[config.mk]
export PLATFORM = sky130hd
export DESIGN_NAME = cdma_chain_engine
export DESIGN_NICKNAME = d
export VERILOG_FILES = /design/src/rtl/cdma_pkg.sv /design/src/rtl/cdma_desc_ram.sv /design/src/rtl/cdma_mover.sv /design/src/rtl/cdma_chain_engine.sv
export SDC_FILE = /design/constraint.sdc
export NUM_CORES = 1
export LEC_CHECK = 0
export BUFFER_PORTS_ARGS = -buffer_cell sky130_fd_sc_hd__buf_2
export CAP_MARGIN = 40
export CORE_ASPECT_RATIO = 0.75
export CORE_MARGIN = 4
export CORE_UTILIZATION = 50
export DETAILED_ROUTE_END_ITERATION = 10
export GPL_TIMING_DRIVEN = 0
export PLACE_DENSITY = 0.69
export SYNTH_ARGS = -nofsm -noshare
export SYNTH_HDL_FRONTEND = slang
export SYNTH_SLANG_ARGS = --single-unit
[constraint.sdc]
create_clock -name clk -period 2.8 [get_ports clk]
set_input_delay 0.28 -clock clk [delete_from_list [all_inputs] [get_ports clk]]
set_output_delay 0.28 -clock clk [all_outputs]
set_load 0.01 [all_outputs]
[src/rtl/cdma_pkg.sv]
package cdma_pkg;
  localparam int WORDS_PER_TD = 4;
  // word slots inside one descriptor
  localparam int W_SRC  = 0;
  localparam int W_DST  = 1;
  localparam int W_CNT  = 2;
  localparam int W_CTRL = 3;
  // control word bit positions
  localparam int C_EOC  = 0;
  localparam int C_SINC = 1;
  localparam int C_DINC = 2;
  localparam int C_NEXT = 3;

  typedef enum logic [1:0] {ST_IDLE, ST_LOAD, ST_MOVE} eng_state_t;
endpackage

[src/rtl/cdma_desc_ram.sv]
module cdma_desc_ram #(
  parameter int W  = 16,
  parameter int AW = 5
) (
  input  logic          clk,
  input  logic          we,
  input  logic [AW-1:0] waddr,
  input  logic [W-1:0]  wdata,
  input  logic [AW-1:0] raddr,
  output logic [W-1:0]  rdata
);
  localparam int DEPTH = 1 << AW;

  logic [W-1:0] mem [DEPTH];

  always_ff @(posedge clk) begin
    if (we) mem[waddr] <= wdata;
    rdata <= mem[raddr];
  end
endmodule

[src/rtl/cdma_mover.sv]
module cdma_mover #(
  parameter int          DATA_W    = 16,
  parameter int          DT_AW     = 5,
  parameter logic [15:0] DESC_BASE = 16'hF000
) (
  input  logic              clk,
  input  logic              rst,
  input  logic              go,
  input  logic [DATA_W-1:0] go_src,
  input  logic [DATA_W-1:0] go_dst,
  input  logic [DATA_W-1:0] go_cnt,
  input  logic              go_sinc,
  input  logic              go_dinc,
  output logic              rd_en,
  output logic [DATA_W-1:0] rd_addr,
  input  logic [DATA_W-1:0] rd_data,
  output logic              wr_en,
  output logic [DATA_W-1:0] wr_addr,
  output logic [DATA_W-1:0] wr_data,
  output logic              dt_we,
  output logic [DT_AW-1:0]  dt_addr,
  output logic              seg_fin
);
  localparam logic [DATA_W-1:0] BASE = DATA_W'(DESC_BASE);
  localparam int HI_W = DATA_W - DT_AW;

  logic              active_q, pend_q, sinc_q, dinc_q;
  logic [DATA_W-1:0] src_q, dst_q, rd_left_q, wr_left_q;
  logic              wr_en_q, dt_we_q, fin_q;
  logic [DATA_W-1:0] wr_addr_q, wr_data_q;
  logic              dst_hit;

  assign dst_hit = (dst_q[DATA_W-1:DT_AW] == BASE[DATA_W-1:DT_AW]);
  assign rd_en   = active_q && (rd_left_q != '0);
  assign rd_addr = src_q;
  assign wr_en   = wr_en_q;
  assign wr_addr = wr_addr_q;
  assign wr_data = wr_data_q;
  assign dt_we   = dt_we_q;
  assign dt_addr = wr_addr_q[DT_AW-1:0];
  assign seg_fin = fin_q;

  always_ff @(posedge clk) begin
    if (rst) begin
      active_q  <= 1'b0;
      pend_q    <= 1'b0;
      wr_en_q   <= 1'b0;
      dt_we_q   <= 1'b0;
      fin_q     <= 1'b0;
      src_q     <= '0;
      dst_q     <= '0;
      rd_left_q <= '0;
      wr_left_q <= '0;
      sinc_q    <= 1'b0;
      dinc_q    <= 1'b0;
      wr_addr_q <= '0;
      wr_data_q <= '0;
    end else begin
      pend_q  <= rd_en;
      wr_en_q <= 1'b0;
      dt_we_q <= 1'b0;
      fin_q   <= 1'b0;
      if (go) begin
        src_q     <= go_src;
        dst_q     <= go_dst;
        rd_left_q <= go_cnt;
        wr_left_q <= go_cnt;
        sinc_q    <= go_sinc;
        dinc_q    <= go_dinc;
        active_q  <= 1'b1;
      end else if (active_q) begin
        if (rd_en) begin
          src_q     <= src_q + DATA_W'(sinc_q);
          rd_left_q <= rd_left_q - DATA_W'(1);
        end
        if (pend_q) begin
          wr_addr_q <= dst_q;
          wr_data_q <= rd_data;
          if (dst_hit) dt_we_q <= 1'b1;
          else         wr_en_q <= 1'b1;
          dst_q     <= dst_q + DATA_W'(dinc_q);
          wr_left_q <= wr_left_q - DATA_W'(1);
          if (wr_left_q == DATA_W'(1)) begin
            active_q <= 1'b0;
            fin_q    <= 1'b1;
          end
        end
      end
    end
  end

  // external writes never target the descriptor window
  a_r7_no_ext_in_window: assert property (@(posedge clk) disable iff (rst)
    wr_en |-> (wr_addr[DATA_W-1:DT_AW] != BASE[DATA_W-1:DT_AW]));

  // every write, to memory or table, trails its read by two cycles
  a_r12_write_after_read: assert property (@(posedge clk) disable iff (rst)
    (wr_en || dt_we) |-> $past(rd_en, 2));

  // one write goes to exactly one destination
  a_r7_single_target: assert property (@(posedge clk) disable iff (rst)
    !(wr_en && dt_we));

  localparam int UNUSED_HI = HI_W;
endmodule

[src/rtl/cdma_chain_engine.sv]
module cdma_chain_engine #(
  parameter int          DATA_W    = 16,
  parameter int          NUM_TD    = 8,
  parameter logic [15:0] DESC_BASE = 16'hF000,
  localparam int         IDX_W     = $clog2(NUM_TD),
  localparam int         DT_AW     = IDX_W + $clog2(cdma_pkg::WORDS_PER_TD)
) (
  input  logic              clk,
  input  logic              rst,
  input  logic              cfg_we,
  input  logic [DT_AW-1:0]  cfg_addr,
  input  logic [DATA_W-1:0] cfg_wdata,
  input  logic              start,
  input  logic [IDX_W-1:0]  start_idx,
  output logic              mem_rd_en,
  output logic [DATA_W-1:0] mem_rd_addr,
  input  logic [DATA_W-1:0] mem_rd_data,
  output logic              mem_wr_en,
  output logic [DATA_W-1:0] mem_wr_addr,
  output logic [DATA_W-1:0] mem_wr_data,
  output logic              busy,
  output logic              done
);
  import cdma_pkg::*;

  localparam int SLOT_W = $clog2(WORDS_PER_TD);

  eng_state_t        state_q;
  logic [IDX_W-1:0]  idx_q, next_q;
  logic [2:0]        ld_q;
  logic [DATA_W-1:0] src_q, dst_q, cnt_q;
  logic              eoc_q, done_q;

  logic [DATA_W-1:0] dt_rdata, dt_wdata;
  logic [DT_AW-1:0]  dt_raddr, dt_waddr, mv_dt_addr;
  logic              dt_we, mv_dt_we, seg_fin, go;
  logic              ld_last, fin_now, fin_eoc;
  logic [IDX_W-1:0]  fin_next;
  logic [DATA_W-1:0] mv_wr_data;

  assign ld_last  = (state_q == ST_LOAD) && (ld_q == 3'(W_CTRL + 1));
  assign go       = ld_last && (cnt_q != '0);
  assign fin_now  = (ld_last && (cnt_q == '0)) || ((state_q == ST_MOVE) && seg_fin);
  assign fin_eoc  = ld_last ? dt_rdata[C_EOC] : eoc_q;
  assign fin_next = ld_last ? dt_rdata[C_NEXT +: IDX_W] : next_q;
  assign dt_raddr = {idx_q, ld_q[SLOT_W-1:0]};

  // engine writes only happen while busy, software writes only while idle
  assign dt_we    = mv_dt_we || (cfg_we && (state_q == ST_IDLE));
  assign dt_waddr = mv_dt_we ? mv_dt_addr : cfg_addr;
  assign dt_wdata = mv_dt_we ? mv_wr_data : cfg_wdata;

  assign busy        = (state_q != ST_IDLE);
  assign done        = done_q;
  assign mem_wr_data = mv_wr_data;

  cdma_desc_ram #(.W(DATA_W), .AW(DT_AW)) u_table (
    .clk   (clk),
    .we    (dt_we),
    .waddr (dt_waddr),
    .wdata (dt_wdata),
    .raddr (dt_raddr),
    .rdata (dt_rdata)
  );

  cdma_mover #(.DATA_W(DATA_W), .DT_AW(DT_AW), .DESC_BASE(DESC_BASE)) u_mover (
    .clk     (clk),
    .rst     (rst),
    .go      (go),
    .go_src  (src_q),
    .go_dst  (dst_q),
    .go_cnt  (cnt_q),
    .go_sinc (dt_rdata[C_SINC]),
    .go_dinc (dt_rdata[C_DINC]),
    .rd_en   (mem_rd_en),
    .rd_addr (mem_rd_addr),
    .rd_data (mem_rd_data),
    .wr_en   (mem_wr_en),
    .wr_addr (mem_wr_addr),
    .wr_data (mv_wr_data),
    .dt_we   (mv_dt_we),
    .dt_addr (mv_dt_addr),
    .seg_fin (seg_fin)
  );

  always_ff @(posedge clk) begin
    if (rst) begin
      state_q <= ST_IDLE;
      idx_q   <= '0;
      next_q  <= '0;
      ld_q    <= '0;
      src_q   <= '0;
      dst_q   <= '0;
      cnt_q   <= '0;
      eoc_q   <= 1'b0;
      done_q  <= 1'b0;
    end else begin
      done_q <= 1'b0;
      case (state_q)
        ST_IDLE: begin
          if (start) begin
            idx_q   <= start_idx;
            ld_q    <= '0;
            state_q <= ST_LOAD;
          end
        end
        ST_LOAD: begin
          ld_q <= ld_q + 3'd1;
          // table read issued in slot k returns during slot k+1
          if (ld_q == 3'(W_SRC + 1)) src_q <= dt_rdata;
          if (ld_q == 3'(W_DST + 1)) dst_q <= dt_rdata;
          if (ld_q == 3'(W_CNT + 1)) cnt_q <= dt_rdata;
          if (ld_last) begin
            eoc_q  <= dt_rdata[C_EOC];
            next_q <= dt_rdata[C_NEXT +: IDX_W];
            if (cnt_q != '0) state_q <= ST_MOVE;
          end
        end
        ST_MOVE: ;
        default: state_q <= ST_IDLE;
      endcase
      if (fin_now) begin
        if (fin_eoc) begin
          state_q <= ST_IDLE;
          done_q  <= 1'b1;
        end else begin
          idx_q   <= fin_next;
          ld_q    <= '0;
          state_q <= ST_LOAD;
        end
      end
    end
  end

  // completion is a single-cycle pulse
  a_r9_done_one_cycle: assert property (@(posedge clk) disable iff (rst)
    done |=> !done);

  // completion is flagged only once the engine is idle
  a_r9_done_when_idle: assert property (@(posedge clk) disable iff (rst)
    done |-> !busy);

  // no memory traffic while idle
  a_r1_idle_quiet: assert property (@(posedge clk) disable iff (rst)
    !busy |-> (!mem_rd_en && !mem_wr_en));

  // a zero-count descriptor never starts a read
  a_r10_zero_no_read: assert property (@(posedge clk) disable iff (rst)
    (ld_last && (cnt_q == '0)) |=> !mem_rd_en);
endmodule

==> Yosys cells after proc, flatten, opt, wreduce, memory -nomap -nowiden <==
Memories as Yosys holds them, arrays and structs flattened. A register that Yosys moved wholly into a read port is not among the register bits.
Cells that the tools add are included.
{ "totals": {"register_bits": 164, "ram_bits": 512, "input_bits": 44, "out_inout_bits": 52, "word_cells": 109, "memories": 1} }
{ "op_classes": {"add_sub_neg": 5, "n_eq_ne": 12, "muxes": 40, "bitwise": 4, "n_reduce_logical": 25} }
{ "memory_table": {"columns": ["name", "words", "word_bits", "read_ports", "rd_ports_with_merged_regs", "write_ports", "line", "text"], "rows": [
  ["u_table.mem", 32, 16, 1, 1, 1, "cdma_desc_ram.sv:14", "logic [W-1:0] mem [DEPTH];"]
]} }
{ "ops": {"columns": ["operator", "n"], "rows": [
  ["$mux W16", 13],
  ["$add A16 B1 Y16", 2],
  ["$reduce_bool A16 Y1", 2],
  ["$sub A16 B1 Y16 const B", 2],
  ["$mux W3", 8],
  ["$eq A16 B1 Y1 const B", 1],
  ["$logic_not A16 Y1", 1],
  ["$mux W1", 12],
  ["$eq A11 B11 Y1 const B", 1],
  ["$reduce_and A2 Y1", 5],
  ["$mux W2", 4],
  ["$reduce_bool A2 Y1", 4],
  ["$eq A3 B2 Y1 const B", 2],
  ["$logic_and A1 B1 Y1", 6],
  ["$ne A3 B3 Y1 const B", 2],
  ["$pmux W2 S3", 1],
  ["$pmux W3 S2", 1],
  ["$mux W5", 1],
  ["$not A1 Y1", 4],
  ["$reduce_and A4 Y1", 1],
  ["$reduce_or A4 Y1", 1],
  ["$add A3 B1 Y3 const B", 1],
  ["$eq A3 B1 Y1 const B", 1],
  ["$eq A3 B3 Y1 const B", 1],
  ["other kinds (8)", 9]
]} }

==> Logic depth before layout (Yosys ltp) <==
{ "depth": {"word_depth": 6, "mapped_depth": 13, "ltp_nobuf": 7} }

==> By module <==
From an unflattened synthesis, not the netlist that was laid out.
{ "hier_totals": {"hier_cells": 2035, "area_unflattened_um2": 28149.5} }
{ "modules_own_cells": {"columns": ["mod", "instances", "cells_each", "area_each_um2", "seq_area_each_um2"], "rows": [
  ["cdma_desc_ram", 1, 1143, 20534.7, 15695.1],
  ["cdma_mover", 1, 578, 4828.4, 2062.0],
  ["cdma_chain_engine", 1, 314, 2786.4, 1221.2]
]} }

==> Least setup slack after synthesis <==
No wires, ideal clock.
{ "synth_timing": {"path_type": "reg2reg", "startpoint": "register ld_q[0]", "endpoint": "register u_mover.wr_addr_q[0] (netlist: u_mover.wr_addr[0])", "arrival_ns": 2.734, "t_required_ns": 2.672, "slack_ns": -0.062, "path_stages_with_launch": 13, "period_less_slack_ns": 2.862, "path_cell_list": "dfxtp_1 clkbuf_1 buf_2 buf_2 clkbuf_1 inv_1 ha_1 and3_1 buf_2 a21oi_1 buf_2 mux2i_1 nor2_1"} }
{ "synth_between": {"elab_chain_cells": 5} }
{ "synth_rtl": {"columns": ["item", "line", "text"], "rows": [
  ["start, declared", "cdma_chain_engine.sv:30", "logic [2:0] ld_q;"],
  ["start signal, assigned", "cdma_chain_engine.sv:108", "ld_q <= ld_q + 3'd1;"],
  ["$eq A3 B3 Y1", "cdma_chain_engine.sv:41", "assign ld_last = (state_q == ST_LOAD) && (ld_q == 3'(W_CTRL + 1));"],
  ["$logic_and A1 B1 Y1", "cdma_chain_engine.sv:41", null],
  ["$logic_and A1 B1 Y1", "cdma_chain_engine.sv:42", "assign go = ld_last && (cnt_q != '0);"],
  ["$not A1 Y1 (no line)", null, null],
  ["$reduce_and A3 Y1 (no line)", null, null],
  ["end signal, assigned", "cdma_mover.sv:77", "wr_addr_q <= dst_q;"],
  ["end, declared", "cdma_mover.sv:30", "logic [DATA_W-1:0] wr_addr_q, wr_data_q;"]
]} }
Every way passes these cells.
A chain may end at the register's enable or synchronous reset.

==> Final worst setup path <==
{ "layout_timing": {"startpoint": "register state_q[1]", "endpoint": "memory u_table.mem[22][5] (enable)"} }
{ "layout_between": {"elab_chain_cells": 5} }
{ "layout_rtl": {"columns": ["item", "line", "text"], "rows": [
  ["start, declared", "cdma_chain_engine.sv:28", "eng_state_t state_q;"],
  ["start signal, assigned", "cdma_chain_engine.sv:88", "state_q <= ST_IDLE;"],
  ["start signal, assigned", "cdma_chain_engine.sv:104", "state_q <= ST_LOAD;"],
  ["start signal, assigned", "cdma_chain_engine.sv:116", "if (cnt_q != '0) state_q <= ST_MOVE;"],
  ["$logic_not A2 Y1", "cdma_chain_engine.sv:49", "assign dt_we = mv_dt_we || (cfg_we && (state_q == ST_IDLE));"],
  ["$logic_and A1 B1 Y1", "cdma_chain_engine.sv:49", null],
  ["$logic_or A1 B1 Y1", "cdma_chain_engine.sv:49", null],
  ["$mux W1", "cdma_desc_ram.sv:17", "if (we) mem[waddr] <= wdata;"],
  ["$mux W1 (not written as such)", "cdma_desc_ram.sv:17", null],
  ["end, declared", "cdma_desc_ram.sv:14", null]
]} }
Every way passes these cells.

==> impl_results.html <==
<table>
<tr><th>Metric</th><th>Value</th></tr>
<tr><th colspan="2">Synth</th></tr>
<tr><td>Area share of the largest cell type after synthesis</td><td>56.1%</td></tr>
<tr><td>Synthesized cell area</td><td>27400 sq um</td></tr>
<tr><td>Library cell with the highest instance count after synthesis</td><td>sky130_fd_sc_hd__edfxtp_1</td></tr>
<tr><td>Yosys warnings</td><td>0</td></tr>
<tr><td>Post-Synthesis Cells</td><td>1868</td></tr>
<tr><td>Cell variety after synth</td><td>52</td></tr>
<tr><td>Largest area contributor in the netlist</td><td>sky130_fd_sc_hd__edfxtp_1</td></tr>
<tr><td>Post-Syn Area per Cell</td><td>approximately 15 sq um</td></tr>
<tr><td>Synthesized net count</td><td>1925</td></tr>
<tr><td>Post-synthesis register bit count</td><td>692</td></tr>
<tr><td>Biggest area contributors in the synthesized netlist</td><td>sky130_fd_sc_hd__edfxtp_1, sky130_fd_sc_hd__dfxtp_1, sky130_fd_sc_hd__mux4_2</td></tr>
<tr><td>Post-synth EDFFs</td><td>512</td></tr>
<tr><td>Seq/Total Area, Yosys</td><td>69.3%</td></tr>
<tr><td>Primary flip-flop cell chosen by synthesis mapping</td><td>sky130_fd_sc_hd__edfxtp_1</td></tr>
<tr><td>Top post-synthesis cells by count</td><td>sky130_fd_sc_hd__edfxtp_1, sky130_fd_sc_hd__nand2_1, sky130_fd_sc_hd__dfxtp_1</td></tr>
<tr><td>Async set or reset register ratio after synthesis</td><td>0%</td></tr>
<tr><th colspan="2">GRT</th></tr>
<tr><td>Total global routing track utilization</td><td>about a quarter</td></tr>
<tr><td>Initial antenna violation count</td><td>0</td></tr>
<tr><td>Maximum number of pins on one net before global-route repair</td><td>33</td></tr>
<tr><td>Global route total overflow</td><td>0</td></tr>
<tr><td>Wire length of the first global-routing pass</td><td>106000 microns</td></tr>
<tr><td>Number of global-route vias before repair</td><td>between 15000 and 20000</td></tr>
<tr><th colspan="2">Drt</th></tr>
<tr><td>Total Routed Length</td><td>72700 microns</td></tr>
<tr><td>Initial drt markers</td><td>2200</td></tr>
<tr><td>Number of vias in the routed layout</td><td>17400</td></tr>
<tr><td>Post-route antenna net violation count</td><td>0</td></tr>
<tr><td>Number of remaining DRC errors</td><td>0</td></tr>
<tr><td>Drt via density</td><td>6.05</td></tr>
<tr><td>Average wire length per cell after detail routing</td><td>25.3 microns</td></tr>
<tr><td>Initial DRT Pass Iterations</td><td>6</td></tr>
<tr><th colspan="2">Status</th></tr>
<tr><td>Failing checks</td><td>negative setup slack</td></tr>
<tr><td>Result of the run</td><td>finished, violations left</td></tr>
<tr><th colspan="2">Place</th></tr>
<tr><td>Post-Place Cell Area</td><td>29300 sq um</td></tr>
<tr><td>Port Buffer Count</td><td>95</td></tr>
<tr><td>Routability-driven placement congestion ratio</td><td>~0.95</td></tr>
<tr><td>DP HPWL</td><td>50000 microns</td></tr>
<tr><td>Placed cell count</td><td>2724</td></tr>
<tr><th colspan="2">Final layout</th></tr>
<tr><td>Layout cells sized above 1</td><td>21.4%</td></tr>
<tr><td>Final layout net count</td><td>2162</td></tr>
<tr><td>Synthesis-to-layout area growth</td><td>17.2%</td></tr>
<tr><td>Fillers</td><td>between 3000 and 4000</td></tr>
<tr><td>Final core utilization</td><td>59.9%</td></tr>
<tr><td>Number of antenna cells inserted</td><td>0</td></tr>
<tr><td>Post-Layout Cell Count</td><td>2870</td></tr>
<tr><td>Post-route cell area</td><td>32100 sq um</td></tr>
<tr><th colspan="2">Setup path</th></tr>
<tr><td>Crit Path Class</td><td>flop to flop</td></tr>
<tr><td>Biggest fanout along the worst timing path</td><td>13</td></tr>
<tr><td>Setup crit start kind</td><td>flop</td></tr>
<tr><td>Worst reg-to-reg path cell count</td><td>7</td></tr>
<tr><td>Data arrival at the endpoint of the critical path</td><td>3.14 ns</td></tr>
<tr><td>Critical Path RT</td><td>3.09 ns</td></tr>
<tr><td>Critical path's slowest cell</td><td>sky130_fd_sc_hd__nand2_1</td></tr>
<tr><td>Largest incremental delay on the critical path</td><td>0.60 ns</td></tr>
<tr><td>Setup crit end kind</td><td>flop</td></tr>
<tr><td>Chain of cells forming the critical path</td><td>buf_2, nor2_1, nand3_1, o21ai_0, nand2_1, nor2_2, buf_8</td></tr>
<tr><th colspan="2">Clock tree</th></tr>
<tr><td>Htree depth</td><td>3</td></tr>
<tr><td>Clock tree sinks</td><td>692</td></tr>
<tr><td>Clock slew seen by the registers of the worst setup and hold paths</td><td>0.06 ns</td></tr>
<tr><td>Clock latency reported for the late side of the worst-skew pair</td><td>0.61 ns</td></tr>
<tr><td>TritonCTS clock tree</td><td>done</td></tr>
<tr><td>Master cell of the clock root buffer</td><td>sky130_fd_sc_hd__clkbuf_16</td></tr>
<tr><td>Number of buffers between clock root and the deepest sink</td><td>3</td></tr>
<tr><td>Num CTS Buffers</td><td>68</td></tr>
<tr><th colspan="2">Timing</th></tr>
<tr><td>Endpoints failing hold</td><td>0</td></tr>
<tr><td>Worst hold slack across all endpoints</td><td>0.160 ns</td></tr>
<tr><td>Setup clock skew after layout</td><td>0.0176 ns</td></tr>
<tr><td>Final setup violation count</td><td>54</td></tr>
<tr><td>Crit share post-route</td><td>102%</td></tr>
<tr><td>RSZ-0062 raised after global routing</td><td>true</td></tr>
<tr><td>Highest Clock Rate</td><td>0.351 GHz</td></tr>
<tr><td>Tightest Pin Transition</td><td>roughly 0.95 ns</td></tr>
<tr><td>Min Clock Period, post-route</td><td>2.85 ns</td></tr>
<tr><td>Final WS setup</td><td>-0.0499 ns</td></tr>
<tr><td>Rel. slew slack</td><td>36.6%</td></tr>
<tr><td>Max-slew violations</td><td>0</td></tr>
<tr><th colspan="2">Worst hold path</th></tr>
<tr><td>Type of the worst min-delay path</td><td>primary input to flop</td></tr>
<tr><td>Number of cells traversed by the worst hold path</td><td>4</td></tr>
<tr><th colspan="2">Power</th></tr>
<tr><td>Net switching power figure</td><td>4.61 mW</td></tr>
<tr><td>Maximum vdd ir drop</td><td>0.517 mV</td></tr>
<tr><td>Internal Pwr Total</td><td>16.9 mW</td></tr>
<tr><td>Pwr/cell area</td><td>around 670 nW/um^2</td></tr>
<tr><td>Sw Share</td><td>21.4%</td></tr>
<tr><td>Clock group share of total power</td><td>42.8%</td></tr>
<tr><td>Register share of total power</td><td>52.1%</td></tr>
<tr><td>Combinational cell fraction of total power</td><td>5.1%</td></tr>
<tr><td>Leakage power summed over all cells</td><td>about 10 nW</td></tr>
<tr><th colspan="2">Floorplanning</th></tr>
<tr><td>Height of the die</td><td>211 microns</td></tr>
<tr><td>Number of top-level pins</td><td>96</td></tr>
<tr><td>Initial core utilization</td><td>51.1%</td></tr>
<tr><td>Horizontal die dimension</td><td>roughly 280 microns</td></tr>
<tr><td>Standard cell core area</td><td>53600 sq um</td></tr>
<tr><td>Core Rows</td><td>73</td></tr>
<tr><td>Full die area</td><td>58600 sq um</td></tr>
<tr><th colspan="2">Job</th></tr>
<tr><td>Max capacitance violation total</td><td>0</td></tr>
</table>
## per-layer routing
layer / part of all wire [%] / vias to the layer above / track usage, %
met3: 12 / 124 / 6.93
met5: 0 / - / 0
li1: - / 7605 / -
met1: 43 / 8706 / 37.4
met2: 42 / 928 / 34.4
met4: 2.3 / 0 / 6.38
## final cells by class
type / instances / area [sq um] / area share (%)
plain buffers: 113 / 602 / 1.87
inverters: 12 / 46.3 / 0.144
clock inverters: 34 / 358 / 1.11
well taps: 712 / 891 / 2.77
multi-input cells: 1050 / 8140 / 25.3
repair buffers: 168 / 1200 / 3.75
flip-flops and latches: 692 / 19000 / 59.1
clock buffers: 89 / 1890 / 5.88
## worst paths after layout
check	from	endpoint	slack (ns)
hold reg to reg	dst_q[2]$_SDFFE_PP0P_	dst_q[2]$_SDFFE_PP0P_	0.46
setup / recovery	state_q[1]$_SDFFE_PP0P_	u_table.mem[22][5]$_DFFE_PP_	-0.05
setup reg to reg	state_q[1]$_SDFFE_PP0P_	u_table.mem[22][5]$_DFFE_PP_	-0.05
hold / removal	start_idx[2]	idx_q[2]$_SDFF_PP0_	0.16
## stage by stage
step	worst slack (ns)	total power, mW	TNS [ns]
final	-0.0499	21.6	-1.76
after global routing	-0.173	22.1	-17.99
after CTS	-0.0998	21.6	-4.20
after detailed placement	-1.45	12.5	-160.89
after global placement	-1.38	12.4	-426.19
after floorplan	-0.0618	11.9	-1.85
## worst max-delay path: cells and delay by family (launching register included)
family	cells	cell delay, ns
and+or+nand+nor	4	1.71
buffers and inverters	2	0.38
DFF	1	0.30
AOI/OAI and AO/OA	1	0.14
## placed cells by master (no fill, tap or decap), types with 11 or more instances in the layout
cell type                       Yosys  final
sky130_fd_sc_hd__nand2_1          192    189
sky130_fd_sc_hd__clkbuf_16          0     73
sky130_fd_sc_hd__ha_1              13     13
sky130_fd_sc_hd__buf_4              3     23
sky130_fd_sc_hd__o21ai_0           40     40
sky130_fd_sc_hd__nand3_1           20     20
sky130_fd_sc_hd__a31oi_1           19     19
sky130_fd_sc_hd__a211oi_1          62     62
sky130_fd_sc_hd__a221oi_1          16     14
sky130_fd_sc_hd__nand4_1           11     11
sky130_fd_sc_hd__nor3_1            33     32
sky130_fd_sc_hd__mux2_2            37     37
sky130_fd_sc_hd__clkbuf_1          74     68
sky130_fd_sc_hd__nor2_2             0     16
sky130_fd_sc_hd__buf_2             24    112
sky130_fd_sc_hd__o21bai_1          15     11
sky130_fd_sc_hd__dfxtp_1          180    179
sky130_fd_sc_hd__nor2_4             0     16
sky130_fd_sc_hd__inv_1             11     11
sky130_fd_sc_hd__xnor2_1           24     24
sky130_fd_sc_hd__clkbuf_2           0     11
sky130_fd_sc_hd__mux4_2            80     80
sky130_fd_sc_hd__nor4_1            12     12
sky130_fd_sc_hd__edfxtp_1         512    512
sky130_fd_sc_hd__nor2b_1           36     36
sky130_fd_sc_hd__buf_8              0     24
sky130_fd_sc_hd__mux2i_1           85     85
sky130_fd_sc_hd__xor2_1            32     32
sky130_fd_sc_hd__buf_1             13     23
sky130_fd_sc_hd__clkinv_1           1     14
sky130_fd_sc_hd__dlygate4sd3_1      0     17
sky130_fd_sc_hd__a22oi_1           17     17
sky130_fd_sc_hd__nor2_1           117     85
sky130_fd_sc_hd__a21oi_1          107    106
## sequential cells by signal (all words and copies together) (netlist names), 2 cells and up
name / cells
u_mover.wr_left_q: 16
dst_q: 16
u_table.rdata: 16
state_q: 2
u_mover.rd_addr: 16
idx_q: 3
u_mover.dst_q: 16
u_mover.wr_data: 16
u_mover.wr_addr: 16
cnt_q: 16
next_q: 3
ld_q: 3
u_table.mem: 512
u_mover.rd_left_q: 16
src_q: 16
## power by group through the flow
stage	clock [mW]	combinational (mW)	sequential, mW
2_1_floorplan	0	0.603	11.3
3_3_place_gp	0	0.987	11.4
3_5_place_dp	0	1.03	11.4
4_1_cts	9.35	1.08	11.2
5_1_grt	9.77	1.16	11.2
6_report	9.23	1.10	11.2
## logic make-up after synthesis
kind of cell	Yosys count	synth area share (%)
flops	692	69.3
simple gates	478	8.27
compound gates	301	6.99
mux	202	11.2
buf+inv	126	1.88
xor+xnor	56	1.79
fa+ha+maj	13	0.594
## timing repair
| action | in CTS | in global routing |
|---|---|---|
| hold buffers | 17 | 0 |
| endpoints found under the hold margin | 17 | 0 |
| pin swaps | 3 | 1 |
| setup endpoints to repair | 292 | 399 |
| resized for setup | 81 | 39 |
| buffers inserted | 2 | 5 |
| cloned | 0 | 0 |
No activity file was read; power rests on OpenSTA's default activity.
